===== config.mk =====
export PLATFORM = sky130hd
export DESIGN_NAME = port_shadow_regs
export DESIGN_NICKNAME = d
export VERILOG_FILES = /design/src/rtl/shadow_pkg.sv /design/src/rtl/shadow_ctrl.sv /design/src/rtl/shadow_data.sv /design/src/rtl/port_shadow_regs.sv
export SDC_FILE = /design/constraint.sdc
export NUM_CORES = 1
export LEC_CHECK = 0
export BUFFER_PORTS_ARGS = -buffer_cell sky130_fd_sc_hd__clkbuf_2
export CELL_PAD_IN_SITES_DETAIL_PLACEMENT = 2
export CELL_PAD_IN_SITES_GLOBAL_PLACEMENT = 2
export CORE_MARGIN = 2
export CORE_UTILIZATION = 28
export DETAILED_ROUTE_END_ITERATION = 7
export GPL_TIMING_DRIVEN = 0
export PLACE_DENSITY_LB_ADDON = 0.1
export SLEW_MARGIN = 15
export SYNTH_ARGS = -nofsm -noshare
export SYNTH_HDL_FRONTEND = slang
export SYNTH_SLANG_ARGS = --single-unit

===== constraint.sdc =====
create_clock -name clk -period 1.46 [get_ports clk]
set_input_delay 0.292 -clock clk [delete_from_list [all_inputs] [get_ports clk]]
set_output_delay 0.292 -clock clk [all_outputs]
set_load 0.005 [all_outputs]

===== src/rtl/shadow_pkg.sv =====
package shadow_pkg;

  typedef enum logic [1:0] {
    EV_NONE = 2'd0,
    EV_REG  = 2'd1,
    EV_PIO  = 2'd2,
    EV_SDB  = 2'd3
  } evKind_e;

  typedef enum logic [2:0] {
    SEL_TFD,
    SEL_SIG,
    SEL_LINK,
    SEL_SACT,
    SEL_IST,
    SEL_IEN,
    SEL_DONE,
    SEL_NONE
  } rdSel_e;

  typedef struct packed {
    logic   loadFull;
    logic   loadSdb;
    logic   raiseTfErr;
    logic   raiseSdb;
    logic   loadSig;
    logic   wrIen;
    logic   clrIst;
    logic   setSact;
    logic   rdEn;
    rdSel_e rdSel;
  } strobes_t;

  localparam int unsigned IRQ_BITS = 2;

endpackage


===== src/rtl/shadow_ctrl.sv =====
module shadow_ctrl
  import shadow_pkg::*;
#(
  parameter int unsigned ADDR_W = 6
) (
  input  logic              busWrEn,
  input  logic              busRdEn,
  input  logic [ADDR_W-1:0] busAddr,
  input  logic              evValid,
  input  logic [1:0]        evKind,
  input  logic [7:0]        evStatus,
  input  logic              evCancel,
  input  logic              sigLoad,
  output strobes_t          strb
);

  localparam int unsigned WORD_W = ADDR_W - 2;

  logic [WORD_W-1:0] wordIdx;
  logic              evLive;
  logic              isFull;
  logic              isSdb;

  assign wordIdx = busAddr[ADDR_W-1:2];
  assign evLive  = evValid && !evCancel;
  assign isFull  = evLive && (evKind == EV_REG || evKind == EV_PIO);
  assign isSdb   = evLive && (evKind == EV_SDB);

  always_comb begin
    strb            = '0;
    strb.loadFull   = isFull;
    strb.loadSdb    = isSdb;
    strb.raiseTfErr = isFull && evStatus[0];
    strb.raiseSdb   = isSdb;
    strb.loadSig    = sigLoad;
    strb.rdEn       = busRdEn;
    strb.rdSel      = SEL_NONE;
    case (wordIdx)
      WORD_W'(0): strb.rdSel = SEL_TFD;
      WORD_W'(1): strb.rdSel = SEL_SIG;
      WORD_W'(2): strb.rdSel = SEL_LINK;
      WORD_W'(4): begin
        strb.rdSel   = SEL_SACT;
        strb.setSact = busWrEn;
      end
      WORD_W'(5): begin
        strb.rdSel  = SEL_IST;
        strb.clrIst = busWrEn;
      end
      WORD_W'(6): begin
        strb.rdSel = SEL_IEN;
        strb.wrIen = busWrEn;
      end
      WORD_W'(7): strb.rdSel = SEL_DONE;
      default:    strb.rdSel = SEL_NONE;
    endcase
  end

endmodule


===== src/rtl/shadow_data.sv =====
module shadow_data
  import shadow_pkg::*;
#(
  parameter int unsigned DATA_W = 32,
  parameter int unsigned TAG_W  = 32
) (
  input  logic              clk,
  input  logic              rstN,
  input  logic              portReset,
  input  strobes_t          strb,
  input  logic [DATA_W-1:0] busWrData,
  input  logic [7:0]        evError,
  input  logic [7:0]        evStatus,
  input  logic [TAG_W-1:0]  evFinished,
  input  logic [DATA_W-1:0] sigIn,
  input  logic [DATA_W-1:0] linkStatus,
  output logic [DATA_W-1:0] busRdData,
  output logic [TAG_W+31:0] sdbImage,
  output logic [DATA_W-1:0] tfdVal,
  output logic [IRQ_BITS-1:0] istVal,
  output logic [IRQ_BITS-1:0] ienVal
);

  localparam logic [7:0] KEEP_MASK = 8'h88;
  localparam logic [7:0] TAKE_MASK = 8'h77;

  logic [15:0]         tfdQ;
  logic [DATA_W-1:0]   sigQ;
  logic [DATA_W-1:0]   linkQ;
  logic [TAG_W-1:0]    sactQ;
  logic [TAG_W-1:0]    doneQ;
  logic [IRQ_BITS-1:0] istQ;
  logic [IRQ_BITS-1:0] ienQ;
  logic [TAG_W+31:0]   imgQ;
  logic [DATA_W-1:0]   rdQ;
  logic [TAG_W-1:0]    doneNext;
  logic [TAG_W-1:0]    finMask;
  logic [TAG_W-1:0]    sactSet;
  logic [IRQ_BITS-1:0] istClr;
  logic [IRQ_BITS-1:0] istSet;
  logic [DATA_W-1:0]   rdMux;

  assign finMask  = strb.loadSdb ? evFinished : '0;
  assign doneNext = doneQ | finMask;
  assign sactSet  = strb.setSact ? busWrData[TAG_W-1:0] : '0;
  assign istClr   = strb.clrIst ? busWrData[IRQ_BITS-1:0] : '0;
  assign istSet   = {strb.raiseSdb, strb.raiseTfErr};

  always_comb begin
    case (strb.rdSel)
      SEL_TFD:  rdMux = DATA_W'(tfdQ);
      SEL_SIG:  rdMux = sigQ;
      SEL_LINK: rdMux = linkQ;
      SEL_SACT: rdMux = DATA_W'(sactQ);
      SEL_IST:  rdMux = DATA_W'(istQ);
      SEL_IEN:  rdMux = DATA_W'(ienQ);
      SEL_DONE: rdMux = DATA_W'(doneQ);
      default:  rdMux = '0;
    endcase
  end

  always_ff @(posedge clk) begin
    if (!rstN || portReset) begin
      tfdQ  <= 16'h007F;
      sigQ  <= '1;
      linkQ <= '0;
      sactQ <= '0;
      doneQ <= '0;
      istQ  <= '0;
      ienQ  <= '0;
      imgQ  <= '0;
      rdQ   <= '0;
    end else begin
      if (strb.loadFull) begin
        tfdQ <= {evError, evStatus};
      end else if (strb.loadSdb) begin
        tfdQ <= {evError, (evStatus & TAKE_MASK) | (tfdQ[7:0] & KEEP_MASK)};
      end
      if (strb.loadSig) sigQ <= sigIn;
      linkQ <= linkStatus;
      sactQ <= (sactQ | sactSet) & ~finMask;
      doneQ <= doneNext;
      istQ  <= (istQ & ~istClr) | istSet;
      if (strb.wrIen) ienQ <= busWrData[IRQ_BITS-1:0];
      if (strb.loadSdb) begin
        imgQ <= {doneNext, 8'h00, evStatus & TAKE_MASK, 8'h00, evError};
      end
      rdQ <= strb.rdEn ? rdMux : '0;
    end
  end

  assign busRdData = rdQ;
  assign sdbImage  = imgQ;
  assign tfdVal    = DATA_W'(tfdQ);
  assign istVal    = istQ;
  assign ienVal    = ienQ;

endmodule


===== src/rtl/port_shadow_regs.sv =====
module port_shadow_regs
  import shadow_pkg::*;
#(
  parameter int unsigned ADDR_W = 6,
  parameter int unsigned DATA_W = 32,
  parameter int unsigned TAG_W  = 32
) (
  input  logic              clk,
  input  logic              rstN,
  input  logic              portReset,
  input  logic              busWrEn,
  input  logic              busRdEn,
  input  logic [ADDR_W-1:0] busAddr,
  input  logic [DATA_W-1:0] busWrData,
  output logic [DATA_W-1:0] busRdData,
  input  logic              evValid,
  input  logic [1:0]        evKind,
  input  logic [7:0]        evError,
  input  logic [7:0]        evStatus,
  input  logic [TAG_W-1:0]  evFinished,
  input  logic              evCancel,
  input  logic              sigLoad,
  input  logic [DATA_W-1:0] sigIn,
  input  logic [DATA_W-1:0] linkStatus,
  output logic [TAG_W+31:0] sdbImage,
  output logic              irq
);

  strobes_t            strb;
  logic [DATA_W-1:0]   tfdVal;
  logic [IRQ_BITS-1:0] istVal;
  logic [IRQ_BITS-1:0] ienVal;

  shadow_ctrl #(.ADDR_W(ADDR_W)) uCtrl (
    .busWrEn  (busWrEn),
    .busRdEn  (busRdEn),
    .busAddr  (busAddr),
    .evValid  (evValid),
    .evKind   (evKind),
    .evStatus (evStatus),
    .evCancel (evCancel),
    .sigLoad  (sigLoad),
    .strb     (strb)
  );

  shadow_data #(.DATA_W(DATA_W), .TAG_W(TAG_W)) uData (
    .clk        (clk),
    .rstN       (rstN),
    .portReset  (portReset),
    .strb       (strb),
    .busWrData  (busWrData),
    .evError    (evError),
    .evStatus   (evStatus),
    .evFinished (evFinished),
    .sigIn      (sigIn),
    .linkStatus (linkStatus),
    .busRdData  (busRdData),
    .sdbImage   (sdbImage),
    .tfdVal     (tfdVal),
    .istVal     (istVal),
    .ienVal     (ienVal)
  );

  assign irq = |(istVal & ienVal);

endmodule


Word level (Yosys, flattened, before mapping)
Index checks and enable logic that the tools add are counted.
{ "word_totals": {"ff_bits": 226, "inputBits": 160} }
{ "op_classes": {"eq_ne": 15, "mux": 10, "bitwise_logic": 10, "n_reduce_logical": 13} }
{ "op_table": {"columns": ["operator", "count"], "rows": [
  ["32-bit case mux with 7 select lines", 1],
  ["32-bit 2-to-1 mux", 2],
  ["32-bit OR", 2],
  ["32-bit AND", 1],
  ["16-bit 2-to-1 mux", 2],
  ["32-bit inverter", 1],
  ["3-bit case mux with 7 select lines", 1],
  ["4-bit by 3-bit equality test with 1-bit output (second input constant)", 4],
  ["3-bit equality test (second input constant)", 3],
  ["7-bit by 8-bit OR with 8-bit output", 1],
  ["3-bit by 2-bit equality test with 1-bit output (second input constant)", 2],
  ["2-bit AND", 2],
  ["2-bit equality test (second input constant)", 2],
  ["4-bit by 1-bit equality test with 1-bit output (second input constant)", 1],
  ["4-bit by 2-bit equality test with 1-bit output (second input constant)", 1],
  ["1-bit logical AND", 4],
  ["4-bit logical NOT", 1],
  ["2-bit OR reduction", 2],
  ["3-bit by 1-bit equality test with 1-bit output (second input constant)", 1],
  ["3-bit logical NOT", 1],
  ["1-bit 2-to-1 mux", 3],
  ["2-bit by 1-bit equality test with 1-bit output (second input constant)", 1],
  ["1-bit logical NOT", 2],
  ["1-bit logical OR", 2],
  ["other kinds (5)", 5]
]} }

Depth between registers and ports, before layout
Gate-level depths: netlist (run 1).
{ "depth": {"depth_word": 6, "depth_mapped": 7, "depth_no_buf": 4} }

By module
A second synthesis (run 1) with hierarchy kept.
{ "hier_totals": {"hier_cells": 934, "area_unflattened_um2": 8824.7} }
{ "by_module_without_submodules": {"columns": ["module", "n_inst", "cells_per_inst", "area_per_inst_um2"], "rows": [
  ["shadow_data", 1, 912, 8662.1],
  ["shadow_ctrl", 1, 21, 153.9],
  ["port_shadow_regs", 1, 1, 8.8]
]} }

Worst setup path after synthesis (run 1)
Ideal clock, no wire load.
{ "synth_timing": {"path_kind": "input to register", "start": "input evKind[0]", "end": "register uData.tfdQ[11]", "setup_ns": 0.071, "t_arrival_ns": 1.488, "required_time_ns": 1.389, "setup_slack_ns": -0.098, "path_stages": 5, "n_path_buf": 1, "cell_sequence": "ha_1 -> o21ai_0 -> clkbuf_1 -> nand2_1 -> a21oi_1"} }
{ "synth_between": {"elab_chain_len": 4} }
{ "synth_rtl": {"columns": ["item", "line", "source"], "rows": [
  ["from (decl)", "port_shadow_regs.sv:17", "input logic [1:0] evKind,"],
  ["2-bit by 1-bit equality test with 1-bit output / 2-bit equality test (equally long branches)", "shadow_ctrl.sv:26", "assign isFull = evLive && (evKind == EV_REG || evKind == EV_PIO);"],
  ["1-bit logical OR", "shadow_ctrl.sv:26", null],
  ["1-bit logical AND", "shadow_ctrl.sv:26", null],
  ["16-bit 2-to-1 mux / 2-bit nonzero test (equally long branches)", null, null],
  ["to (signal assigned)", "shadow_data.sv:75", "tfdQ <= {evError, evStatus};"],
  ["to (signal assigned)", "shadow_data.sv:77", "tfdQ <= {evError, (evStatus & TAKE_MASK) | (tfdQ[7:0] & KEEP_MASK)};"],
  ["to (decl)", "shadow_data.sv:27", "logic [15:0] tfdQ;"]
]} }
Several ways; a longest one is shown, not always the timed one.
A chain may end at the register's enable or synchronous reset.

Worst setup path after layout (run 1)
{ "layout_timing": {"start": "register uData.istQ[0] (netlist: uData.istVal[0])", "end": "output irq"} }
{ "layout_between": {"elab_chain_len": 2} }
{ "layout_rtl": {"columns": ["item", "line", "source"], "rows": [
  ["from (decl)", "shadow_data.sv:32", "logic [IRQ_BITS-1:0] istQ;"],
  ["from (signal assigned)", "shadow_data.sv:83", "istQ <= (istQ & ~istClr) | istSet;"],
  ["2-bit AND", "port_shadow_regs.sv:64", "assign irq = |(istVal & ienVal);"],
  ["2-bit OR reduction", "port_shadow_regs.sv:64", null],
  ["to (decl)", "port_shadow_regs.sv:26", "output logic irq"]
]} }
Every way passes these cells.

==> impl_metrics.env, run 1 <==
export IMPL_outcome="finished, violations left"
export IMPL_violations_in_the_final_reports="setup timing"
export IMPL_detailedRoute_firstPassIterationCount=5
export IMPL_min_period_over_period_pct=103.5
export IMPL_timing_final_ws_setup_ps=-51.78
export IMPL_dieArea_um2=32650
export IMPL_path_max_fanout=2
export IMPL_maximum_number_of_pins_on_one_net_before_global_route_repair=13
export IMPL_residual_overflow_from_global_routing=0
export IMPL_synth_ff_latch_count=226
export IMPL_tritoncts="built"
export IMPL_max_freq_mhz=661.5
export IMPL_pwr_density_cell_nw_per_um2=1162
export IMPL_critPathCaptureType="output pin"
export IMPL_final_period_minus_worst_setup_slack_ps=1512
export IMPL_global_route_wire_length_before_repair_um=54260
export IMPL_crit_type="register to output pin"
export IMPL_clock_pin_transition_on_the_worst_setup_and_hold_timing_paths_ps=60
export IMPL_timing_hold_worst_start="sigIn[0]"
export IMPL_cp_data_arrival_time_ps=1220
export IMPL_synth_area_per_cell_um2=9.745
export IMPL_worst_skew_pair_late_latency_ps=530
export IMPL_drive_gt1_share_pct=32.74
export IMPL_power_net_switching_mw=3.462
export IMPL_stdcell_area_um2=12270
export IMPL_number_of_global_route_vias_before_repair=8943
export IMPL_crit_path_cell_chain="a22o_1 -> clkbuf_2"
export IMPL_timing_critical_path_slowest_cell_delay_ps=320
export IMPL_tritoncts_num_buffers=26
export IMPL_power_total_mw=14.26
export IMPL_grt_usage_pct=21.68
export IMPL_num_vias=8192
export IMPL_syn_inst=897
export IMPL_syn_cell_area_um2=8741
export IMPL_unrepaired_setup_endpoints_after_global_routing="true"
export IMPL_routed_wire_length_per_instance_um=21.58
export IMPL_filler_cell_count=3445
export IMPL_dpl_wire_length_um=26820
export IMPL_core_rowCount=64
export IMPL_die_x_um=180.7
export IMPL_globalplace_congestion=0.7975
export IMPL_share_comb_of_total_power_pct=9.4
export IMPL_final_max_slew_viol_count=0
export IMPL_place_port_buffers=233
export IMPL_regToRegSetupSlack_ps=150
export IMPL_detail_route_wirelength_um=36270
export IMPL_core_footprint_um2=30670
export IMPL_hold_violations=0
export IMPL_fraction_of_power_consumed_by_the_clock_network_pct=46.1
export IMPL_yosys_warnings=0
export IMPL_timing_reg2reg_worst_path_depth=4
export IMPL_syn_to_final_growth_pct=40.40
export IMPL_switching_share_pct=24.27
export IMPL_clkSinkCount=226
export IMPL_dpl_cell_area_um2=10470
export IMPL_critical_path_startpoint_type="register"
export IMPL_ant_nets=0
export IMPL_max_slew_worst_pin_slew_ps=828.5
export IMPL_slew_limit_headroom_pct=44.76
export IMPL_leakagePower_nw=5.013
export IMPL_setup_violations_final=1
export IMPL_worstReg2RegEnd="uData.busRdData[1]"
export IMPL_timing_hold_worst_class="input port to register"
export IMPL_initialDrtViolationCount=358
export IMPL_fp_dieH_um=180.7
export IMPL_cp_data_required_time_ps=1170
export IMPL_p_int_mw=10.80
export IMPL_worst_path_dominant_cell_family="flip-flops"
export IMPL_layout_nets=1429
export IMPL_buf_inv_on_cp=1
export IMPL_synth_lib_cells_used_distinct=41
export IMPL_cap_violations=0
export IMPL_synth_area_leader_cell="sky130_fd_sc_hd__dfxtp_1"
export IMPL_worst_min_delay_path_endpoint="uData.sigQ[0]"
export IMPL_route_detailed_drc=0
export IMPL_ir_drop_uv=706.5
export IMPL_yosys_top_cells_area="sky130_fd_sc_hd__dfxtp_1, sky130_fd_sc_hd__a211oi_2, sky130_fd_sc_hd__nand2_1"
export IMPL_hold_path_cell_count=3
export IMPL_regToRegStartpoint="uData.ienVal[1]"
export IMPL_cts_root_to_sink_buffers=3
export IMPL_antenna_found_initial=2
export IMPL_initial_utilization_pct=28.50
export IMPL_cts_root_buffer="sky130_fd_sc_hd__clkbuf_16"
export IMPL_power_share_sequential_pct=44.4
export IMPL_yosysSeqAreaShare_pct=51.76
export IMPL_timing_critical_path_slowest_stage_cell="sky130_fd_sc_hd__dfxtp_2"
export IMPL_drt_vias_per_instance=4.873
export IMPL_finalClockSkew_ps=6.957
export IMPL_layout_core_utilization_pct=40.01
export IMPL_h_tree_depth=1
export IMPL_synth_top_cell_area_share_pct=51.76
export IMPL_total_i_o_pin_count=257
==> worst max path at each step <==
stage / startpoint / end / slack [ps] / cells after the start
CTS: uData.istVal[0] / irq / -70 / 2
finish: uData.istVal[0] / irq / -50 / 2
global route: uData.istVal[0] / irq / -90 / 2
detailed placement: busAddr[4] / uData.busRdData[5] / -530 / 6
floorplan: evKind[0] / uData.tfdQ[11] / 6 / 5
global placement: busAddr[4] / uData.busRdData[5] / -540 / 6
==> Yosys cell counts <==
cell,instances
sky130_fd_sc_hd__dfxtp_1,226
sky130_fd_sc_hd__nand2_1,97
sky130_fd_sc_hd__nor2_1,85
sky130_fd_sc_hd__nor3_1,65
sky130_fd_sc_hd__a21oi_1,62
sky130_fd_sc_hd__and2_1,35
sky130_fd_sc_hd__mux2i_1,34
sky130_fd_sc_hd__a211oi_2,30
sky130_fd_sc_hd__a21oi_2,30
sky130_fd_sc_hd__buf_2,26
sky130_fd_sc_hd__clkbuf_1,24
sky130_fd_sc_hd__a22o_1,23
sky130_fd_sc_hd__buf_4,23
sky130_fd_sc_hd__a22oi_1,20
sky130_fd_sc_hd__a211oi_1,18
sky130_fd_sc_hd__a221oi_1,16
sky130_fd_sc_hd__mux2_2,12
sky130_fd_sc_hd__a222oi_1,11
sky130_fd_sc_hd__buf_1,10
sky130_fd_sc_hd__nand3_1,9
sky130_fd_sc_hd__nor2b_1,9
sky130_fd_sc_hd__buf_6,5
sky130_fd_sc_hd__and3_1,3
sky130_fd_sc_hd__buf_12,3
sky130_fd_sc_hd__a32oi_1,2
sky130_fd_sc_hd__and2_2,2
sky130_fd_sc_hd__nand4_1,2
sky130_fd_sc_hd__o21ai_0,2
sky130_fd_sc_hd__a31oi_1,1
sky130_fd_sc_hd__and2_0,1
sky130_fd_sc_hd__and3b_1,1
sky130_fd_sc_hd__conb_1,1
sky130_fd_sc_hd__ha_1,1
sky130_fd_sc_hd__inv_1,1
sky130_fd_sc_hd__nand2_2,1
sky130_fd_sc_hd__nand2b_1,1
sky130_fd_sc_hd__nor2b_4,1
sky130_fd_sc_hd__nor3_2,1
sky130_fd_sc_hd__nor4_1,1
sky130_fd_sc_hd__o2111ai_2,1
sky130_fd_sc_hd__o21a_1,1
==> cell usage in the layout (no fill, tap or decap), drive strengths merged, types with 2 or more instances in the layout <==
| cell | synthesis | layout |
|---|---|---|
| dlygate4sd3 | 0 | 92 |
| a32oi | 2 | 2 |
| a22o | 23 | 23 |
| a21oi | 92 | 92 |
| mux2 | 12 | 12 |
| a22oi | 20 | 20 |
| nand3 | 9 | 9 |
| and2 | 38 | 38 |
| clkinv | 0 | 4 |
| a211oi | 48 | 48 |
| conb | 1 | 18 |
| nor2 | 85 | 85 |
| nand2 | 98 | 98 |
| mux2i | 34 | 34 |
| a222oi | 11 | 11 |
| o21ai | 2 | 2 |
| a221oi | 16 | 16 |
| nor2b | 10 | 10 |
| nor3 | 66 | 66 |
| dfxtp | 226 | 226 |
| buf | 67 | 66 |
| nand4 | 2 | 2 |
| and3 | 3 | 3 |
| clkbuf | 24 | 296 |
| diode | 0 | 2 |
==> final cells by class <==
type	count	area, um^2	share of cell area (%)
diodes	2	5.005	0.04078
plain buffers	91	554.3	4.517
clock buffers	37	793.3	6.464
clock inverters	6	57.56	0.4690
inverters	1	3.754	0.03059
multi-input cells	596	3739	30.46
flip-flops and latches	226	4529	36.91
well taps	396	495.5	4.038
repair buffers	326	2095	17.07
==> metrics by stage <==
stage | hold slack (ps) | std cells | TNS [ps] | setup slack (ps)
floorplan | 382.7 | 914 | 0 | 6.078
global placement | 448.3 | 1543 | -72360 | -538.9
detailed placement | 457.1 | 1543 | -77710 | -526.6
CTS | 0.003941 | 1679 | -69.44 | -69.44
global route | 12.19 | 1680 | -93.40 | -93.40
finish | 6.956 | 1681 | -51.78 | -51.78
==> routing by layer <==
| metal | routed length (um) | GRT usage [%] | share of wire (%) |
|---|---|---|---|
| met1 | 15790 | 27.11 | 44 |
| met2 | 18090 | 38.89 | 50 |
| met3 | 1420 | 2.708 | 3.9 |
| met4 | 964 | 6.258 | 2.7 |
| met5 | 9 | 0 | 0.025 |
==> power by group through the flow <==
stage	sequential (mW)	clock, mW	combinational, mW
2_1_floorplan	6.45	0	0.584
3_5_place_dp	6.47	0	1.14
6_report	6.34	6.58	1.35
4_1_cts	6.34	6.72	1.35
5_1_grt	6.34	7.00	1.47
3_3_place_gp	6.47	0	1.12
==> worst register-to-register path, cell delays in order, from the launching register on <==
cell and delay (ps):
sky130_fd_sc_hd__dfxtp_2 340, sky130_fd_sc_hd__mux2_2 260, sky130_fd_sc_hd__a22o_1 210, sky130_fd_sc_hd__a222oi_1 320, sky130_fd_sc_hd__nor2_1 60
==> cells by family after synthesis <==
| logic type | Yosys count | share of synthesized area, % |
|---|---|---|
| AOI/OAI and AO/OA | 217 | 19.93 |
| adders and majority gates | 1 | 0.1431 |
| buffers and inverters | 92 | 6.298 |
| DFF | 226 | 51.76 |
| muxes | 46 | 5.439 |
| other | 1 | 0.04290 |
| and+or+nand+nor | 314 | 16.39 |
==> registers in the layout (all words and copies together), names as in the netlist <==
| register | cells |
|---|---|
| uData.ienVal | 2 |
| uData.istVal | 2 |
| uData.doneQ | 32 |
| uData.busRdData | 32 |
| uData.tfdQ | 16 |
| uData.sigQ | 32 |
| uData.sdbImage | 46 |
| uData.sactQ | 32 |
| uData.linkQ | 32 |
==> timing repair <==
item / in CTS / in global routing
buffers inserted: 1 / 0
endpoints found under the setup margin: 1 / 19
hold buffers: 92 / 0
resized for setup: 3 / 11
endpoints found under the hold margin: 93 / 0
Power figures use the tool's default switching activity.
==> inputs of run 2 (changes only) <==
Settings changed: SYNTH_HIERARCHICAL set to 1.
==> impl_metrics.env, run 2 <==
export IMPL_slew_limit_headroom_pct=52.04
export IMPL_total_i_o_pin_count=257
export IMPL_detail_route_wirelength_um=37260
export IMPL_unrepaired_setup_endpoints_after_global_routing="true"
export IMPL_timing_critical_path_slowest_cell_delay_ps=320
export IMPL_syn_cell_area_um2=8705
export IMPL_critical_path_startpoint_type="input port"
export IMPL_drt_vias_per_instance=4.857
export IMPL_outcome="finished, violations left"
export IMPL_setup_violations_final=11
export IMPL_place_port_buffers=234
export IMPL_largest_register_ffs=46
export IMPL_residual_overflow_from_global_routing=0
export IMPL_clkSinkCount=226
export IMPL_leakagePower_nw=5.644
export IMPL_maximum_number_of_pins_on_one_net_before_global_route_repair=14
export IMPL_crit_path_cell_chain="buf_8 -> and4bb_1 -> a21oi_2 -> buf_6 -> buf_12 -> buf_6 -> buf_6 -> mux2_4 -> a222oi_1 -> a21oi_1"
export IMPL_final_period_minus_worst_setup_slack_ps=1570
export IMPL_multi_input_area_um2=3840
export IMPL_h_tree_depth=1
export IMPL_global_route_wire_length_before_repair_um=55900
export IMPL_cp_data_required_time_ps=1880
export IMPL_num_vias=8418
export IMPL_final_max_slew_viol_count=0
export IMPL_core_rowCount=64
export IMPL_initial_utilization_pct=28.46
export IMPL_final_common_cell="sky130_fd_sc_hd__clkbuf_2"
export IMPL_ant_nets=0
export IMPL_initialDrtViolationCount=377
export IMPL_max_slew_worst_pin_slew_ps=719.4
export IMPL_crit_top_cell="sky130_fd_sc_hd__buf_6"
export IMPL_yosys_warnings=6
export IMPL_cp_data_arrival_time_ps=1990
export IMPL_hold_violations=0
export IMPL_finalHoldWorstSlack_ps=13.39
export IMPL_fp_dieH_um=180.3
export IMPL_min_period_over_period_pct=107.5
export IMPL_detailedRoute_firstPassIterationCount=6
export IMPL_tritoncts="built"
export IMPL_syn_inst=918
export IMPL_dieArea_um2=32510
export IMPL_dpl_wire_length_um=26070
export IMPL_mostFrequentLayoutCells="sky130_fd_sc_hd__clkbuf_2, sky130_fd_sc_hd__dfxtp_1, sky130_fd_sc_hd__a21oi_1"
export IMPL_timing_final_ws_setup_ps=-109.8
export IMPL_syn_to_final_growth_pct=47.16
export IMPL_pwr_density_cell_nw_per_um2=1139
export IMPL_synth_area_per_cell_um2=9.482
export IMPL_layout_core_utilization_pct=41.88
export IMPL_max_freq_mhz=637.0
export IMPL_cts_root_to_sink_buffers=3
export IMPL_violations_in_the_final_reports="setup timing"
export IMPL_cts_root_buffer="sky130_fd_sc_hd__clkbuf_16"
export IMPL_globalplace_congestion=0.7426
export IMPL_cap_violations=0
export IMPL_die_x_um=180.3
export IMPL_clock_pin_transition_on_the_worst_setup_and_hold_timing_paths_ps=60
export IMPL_antenna_found_initial=2
export IMPL_timing_hold_worst_class="input port to register"
export IMPL_core_footprint_um2=30590
export IMPL_worst_skew_pair_late_latency_ps=540
export IMPL_path_max_fanout=5
export IMPL_crit_type="input port to register"
export IMPL_filler_cell_count=3349
export IMPL_grt_usage_pct=22.19
export IMPL_critPathCaptureType="register"
export IMPL_final_seq_area_um2=4528
export IMPL_timing_critical_path_slowest_stage_cell="sky130_fd_sc_hd__a222oi_1"
export IMPL_finalClockSkew_ps=12.40
export IMPL_number_of_global_route_vias_before_repair=9242
export IMPL_routed_wire_length_per_instance_um=21.50
export IMPL_drive_gt1_share_pct=30.76
export IMPL_layout_nets=1477
export IMPL_tritoncts_num_buffers=27
export IMPL_ir_drop_uv=777.7
export IMPL_route_detailed_drc=0
## run 2: where the power goes
group | leakage, nW | internal, mW | switching, mW
combinational | 3.38 | 0.766 | 0.818
sequential | 1.83 | 6.28 | 0.0589
clock | 0.435 | 3.92 | 2.75
## run 2: final cells by class
| cell class | count | share of cell area (%) |
|---|---|---|
| antenna | 1 | 0.01954 |
| buffer | 94 | 5.089 |
| clock buffer | 39 | 6.173 |
| clock inverter | 10 | 0.6349 |
| inverter | 1 | 0.02930 |
| multi-input combinational | 612 | 29.98 |
| sequential | 226 | 35.35 |
| tap | 396 | 3.868 |
| timing repair buffer | 354 | 18.86 |
## run 2: worst paths after layout
kind                  startpoint  slack (ps)  cells past startpoint                  end
setup / recovery      busAddr[5]        -110                     10  uData/busRdData[14]
hold / removal         sigIn[28]          10                      3       uData/sigQ[28]
setup reg to reg  uData/sigQ[10]         160                      3  uData/busRdData[10]
hold reg to reg   uData/tfdQ[15]         460                      2       uData/tfdQ[15]
## run 2: critical path, delay by kind of cell
kind | cells | cell delay [ps]
AO/OA/AOI/OAI | 3 | 490
buffers and inverters | 5 | 610
multiplexers | 1 | 280
AND/OR/NAND/NOR | 1 | 310
## run 2: per-layer routing
layer / wire length [um] / global-route usage [%] / vias to the layer above / share of wire, %
li1: - / - / 3985 / -
met4: 405 / 3.806 / 0 / 1.1
met5: 0 / 0 / - / 0
met3: 1591 / 3.092 / 30 / 4.3
met2: 18430 / 39.47 / 211 / 49
met1: 16830 / 28.90 / 4192 / 45
## run 2: metrics by stage
step	setup TNS [ps]	power [mW]	setup WS, ps	cell area, um^2	instances
after floorplan	-4761	7.100	-214.7	8885	935
after global placement	-108850	7.703	-874.2	10550	1565
after detailed placement	-112470	7.720	-923.6	10550	1565
after CTS	-446.3	14.72	-111.3	12640	1726
after global routing	-1334	15.15	-158.4	12810	1733
final	-453.7	14.59	-109.8	12810	1733
## run 2: timing repair
item,CTS,global route
setup endpoints to repair,93,74
endpoints found under the hold margin,100,0
hold buffers,100,0
gates resized for setup,41,37
pin swaps,15,10
setup buffers,14,4
gates cloned,0,2
==> inputs of run 3 (changes only) <==
Settings changed: PLACE_DENSITY_LB_ADDON 0.1 to 0.25.
==> impl_metrics.env, run 3 (synthesis gave the netlist of run 2 again) <==
export IMPL_top_layer="met4"
export IMPL_final_instance_count_excl_fill=1719
export IMPL_wl_met1_um=16350
export IMPL_cp_data_required_time_ps=1870
export IMPL_detailedRoute_firstPassIterationCount=7
export IMPL_power_total_mw=14.71
export IMPL_ant_nets=0
export IMPL_core_rowCount=64
export IMPL_final_common_cell="sky130_fd_sc_hd__clkbuf_2"
export IMPL_finalHoldWorstSlack_ps=-0.01255
export IMPL_residual_overflow_from_global_routing=0
export IMPL_final_period_minus_worst_setup_slack_ps=1552
export IMPL_drt_vias_per_instance=4.874
export IMPL_critical_path_startpoint_type="input port"
export IMPL_dp_slack_ps=-965.3
export IMPL_pwr_density_cell_nw_per_um2=1159
export IMPL_syn_to_final_growth_pct=45.82
export IMPL_clock_pin_transition_on_the_worst_setup_and_hold_timing_paths_ps=60
export IMPL_dieArea_um2=32510
export IMPL_timing_reg2reg_worst_path_depth=3
export IMPL_min_period_over_period_pct=106.3
export IMPL_tritoncts_num_buffers=26
export IMPL_total_i_o_pin_count=257
export IMPL_placed_cells=1565
export IMPL_wl_met2_um=18860
export IMPL_timing_hold_worst_start="evStatus[6]"
export IMPL_routed_wl_met3_um=1409
export IMPL_filler_cell_count=3354
export IMPL_dpl_cell_area_um2=10550
export IMPL_hold_path_cell_count=3
export IMPL_crit_type="input port to register"
export IMPL_num_vias=8378
export IMPL_cp_data_arrival_time_ps=1960
export IMPL_detail_route_wirelength_um=37340
export IMPL_initialDrtViolationCount=332
export IMPL_path_max_fanout=5
export IMPL_route_detailed_drc=0
export IMPL_mostFrequentLayoutCells="sky130_fd_sc_hd__clkbuf_2, sky130_fd_sc_hd__dfxtp_1, sky130_fd_sc_hd__a21oi_1"
export IMPL_leakagePower_nw=5.575
export IMPL_maximum_number_of_pins_on_one_net_before_global_route_repair=14
export IMPL_max_slew_worst_pin_slew_ps=718.1
export IMPL_finalClockSkew_ps=12.77
export IMPL_regToRegSetupSlack_ps=160
export IMPL_worst_min_delay_path_endpoint="uData/tfdQ[6]"
export IMPL_setup_violations_final=9
export IMPL_violations_in_the_final_reports="hold timing, setup timing"
export IMPL_regToRegStartpoint="uData/sigQ[10]"
export IMPL_cap_violations=0
export IMPL_globalplace_congestion=0.7806
export IMPL_timing_final_ws_setup_ps=-92.36
export IMPL_cts_root_buffer="sky130_fd_sc_hd__clkbuf_16"
export IMPL_initial_utilization_pct=28.46
export IMPL_stdcell_area_um2=12690
export IMPL_grt_usage_pct=22.53
export IMPL_place_port_buffers=234
export IMPL_global_route_wire_length_before_repair_um=56750
export IMPL_number_of_global_route_vias_before_repair=9405
export IMPL_dpl_wire_length_um=26190
export IMPL_layout_nets=1464
export IMPL_clkSinkCount=226
export IMPL_slew_limit_headroom_pct=52.13
export IMPL_routed_wire_length_per_instance_um=21.72
export IMPL_max_freq_mhz=644.2
export IMPL_h_tree_depth=1
export IMPL_critPathCaptureType="register"
export IMPL_timing_hold_worst_class="input port to register"
export IMPL_die_x_um=180.3
export IMPL_core_footprint_um2=30590
export IMPL_cts_root_to_sink_buffers=3
export IMPL_tritoncts="built"
export IMPL_ir_drop_uv=736.6
export IMPL_final_max_slew_viol_count=0
export IMPL_largest_register_ffs=46
export IMPL_outcome="finished, violations left"
export IMPL_worstReg2RegEnd="uData/busRdData[10]"
export IMPL_worst_skew_pair_late_latency_ps=540
export IMPL_antenna_found_initial=2
export IMPL_hold_violations=1
export IMPL_fp_dieH_um=180.3
export IMPL_unrepaired_setup_endpoints_after_global_routing="true"
export IMPL_drive_gt1_share_pct=30.89
## run 3: cell types whose count changed in the layout (fill, tap and decap cells not counted), sizes merged
cell and change:
inv -1, buf -4, dlygate4sd3 -10, clkbuf -4, diode +1, clkinvlp +2
bufinv +2
## run 3: stage by stage
stage,util [%],TNS [ps],hold WS (ps)
after floorplan,-,-4761,392.1
after global placement,34.49,-104740,448.1
after detailed placement,34.49,-115500,453.8
after CTS,41.11,-407.4,0.1364
after global routing,41.50,-959.3,1.166
final,41.50,-374.2,-0.01255
## run 3: worst max-delay path by stage
| stage | from | to | slack, ps |
|---|---|---|---|
| 4_1_cts | busAddr[2] | uData/busRdData[10] | -120 |
| 5_1_grt | busAddr[3] | uData/busRdData[10] | -170 |
| 3_5_place_dp | busAddr[5] | uData/sactQ[21] | -970 |
| 2_1_floorplan | busAddr[5] | uData/busRdData[9] | -210 |
| 6_report | busAddr[2] | uData/busRdData[5] | -90 |
| 3_3_place_gp | busAddr[2] | uData/busRdData[10] | -880 |
## run 3: critical path, cell delays in order
cell and delay [ps]:
sky130_fd_sc_hd__clkbuf_8 120, sky130_fd_sc_hd__and4bb_1 290, sky130_fd_sc_hd__a21oi_2 60, sky130_fd_sc_hd__buf_6 140
sky130_fd_sc_hd__buf_12 140, sky130_fd_sc_hd__buf_4 140, sky130_fd_sc_hd__mux2_4 290, sky130_fd_sc_hd__a222oi_1 330
sky130_fd_sc_hd__a21oi_1 140
## run 3: report_power, final
| group | internal, mW | switching, mW | total [mW] |
|---|---|---|---|
| Combinational | 0.740 | 0.809 | 1.55 |
| Sequential | 6.28 | 0.0606 | 6.34 |
| Clock | 4.09 | 2.74 | 6.83 |
## run 3: final cells by class
| class | instances | area [um^2] | share of cell area [%] |
|---|---|---|---|
| Antenna cell | 2 | 5.005 | 0.03943 |
| Clock buffer | 33 | 738.2 | 5.816 |
| Timing Repair Buffer | 341 | 2257 | 17.78 |
| Buffer | 95 | 661.9 | 5.214 |
| Multi-Input combinational cell | 612 | 3854 | 30.36 |
| Sequential cell | 226 | 4527 | 35.66 |
| Clock inverter | 13 | 151.4 | 1.193 |
| Inverter | 1 | 3.754 | 0.02957 |
| Tap cell | 396 | 495.5 | 3.903 |
## run 3: timing repair
| item | CTS | global route |
|---|---|---|
| gates resized for setup | 34 | 41 |
| buffers inserted | 16 | 1 |
| setup endpoints to repair | 90 | 60 |
| hold buffers | 90 | 0 |
| endpoints found under the hold margin | 90 | 0 |
| pin swaps | 15 | 16 |
## run 3: layer usage
metal / GRT usage [%] / up-vias
met5: 0 / -
met4: 5.710 / 0
met3: 3.375 / 48
met2: 40.31 / 203
met1: 28.26 / 4164
li1: - / 3963
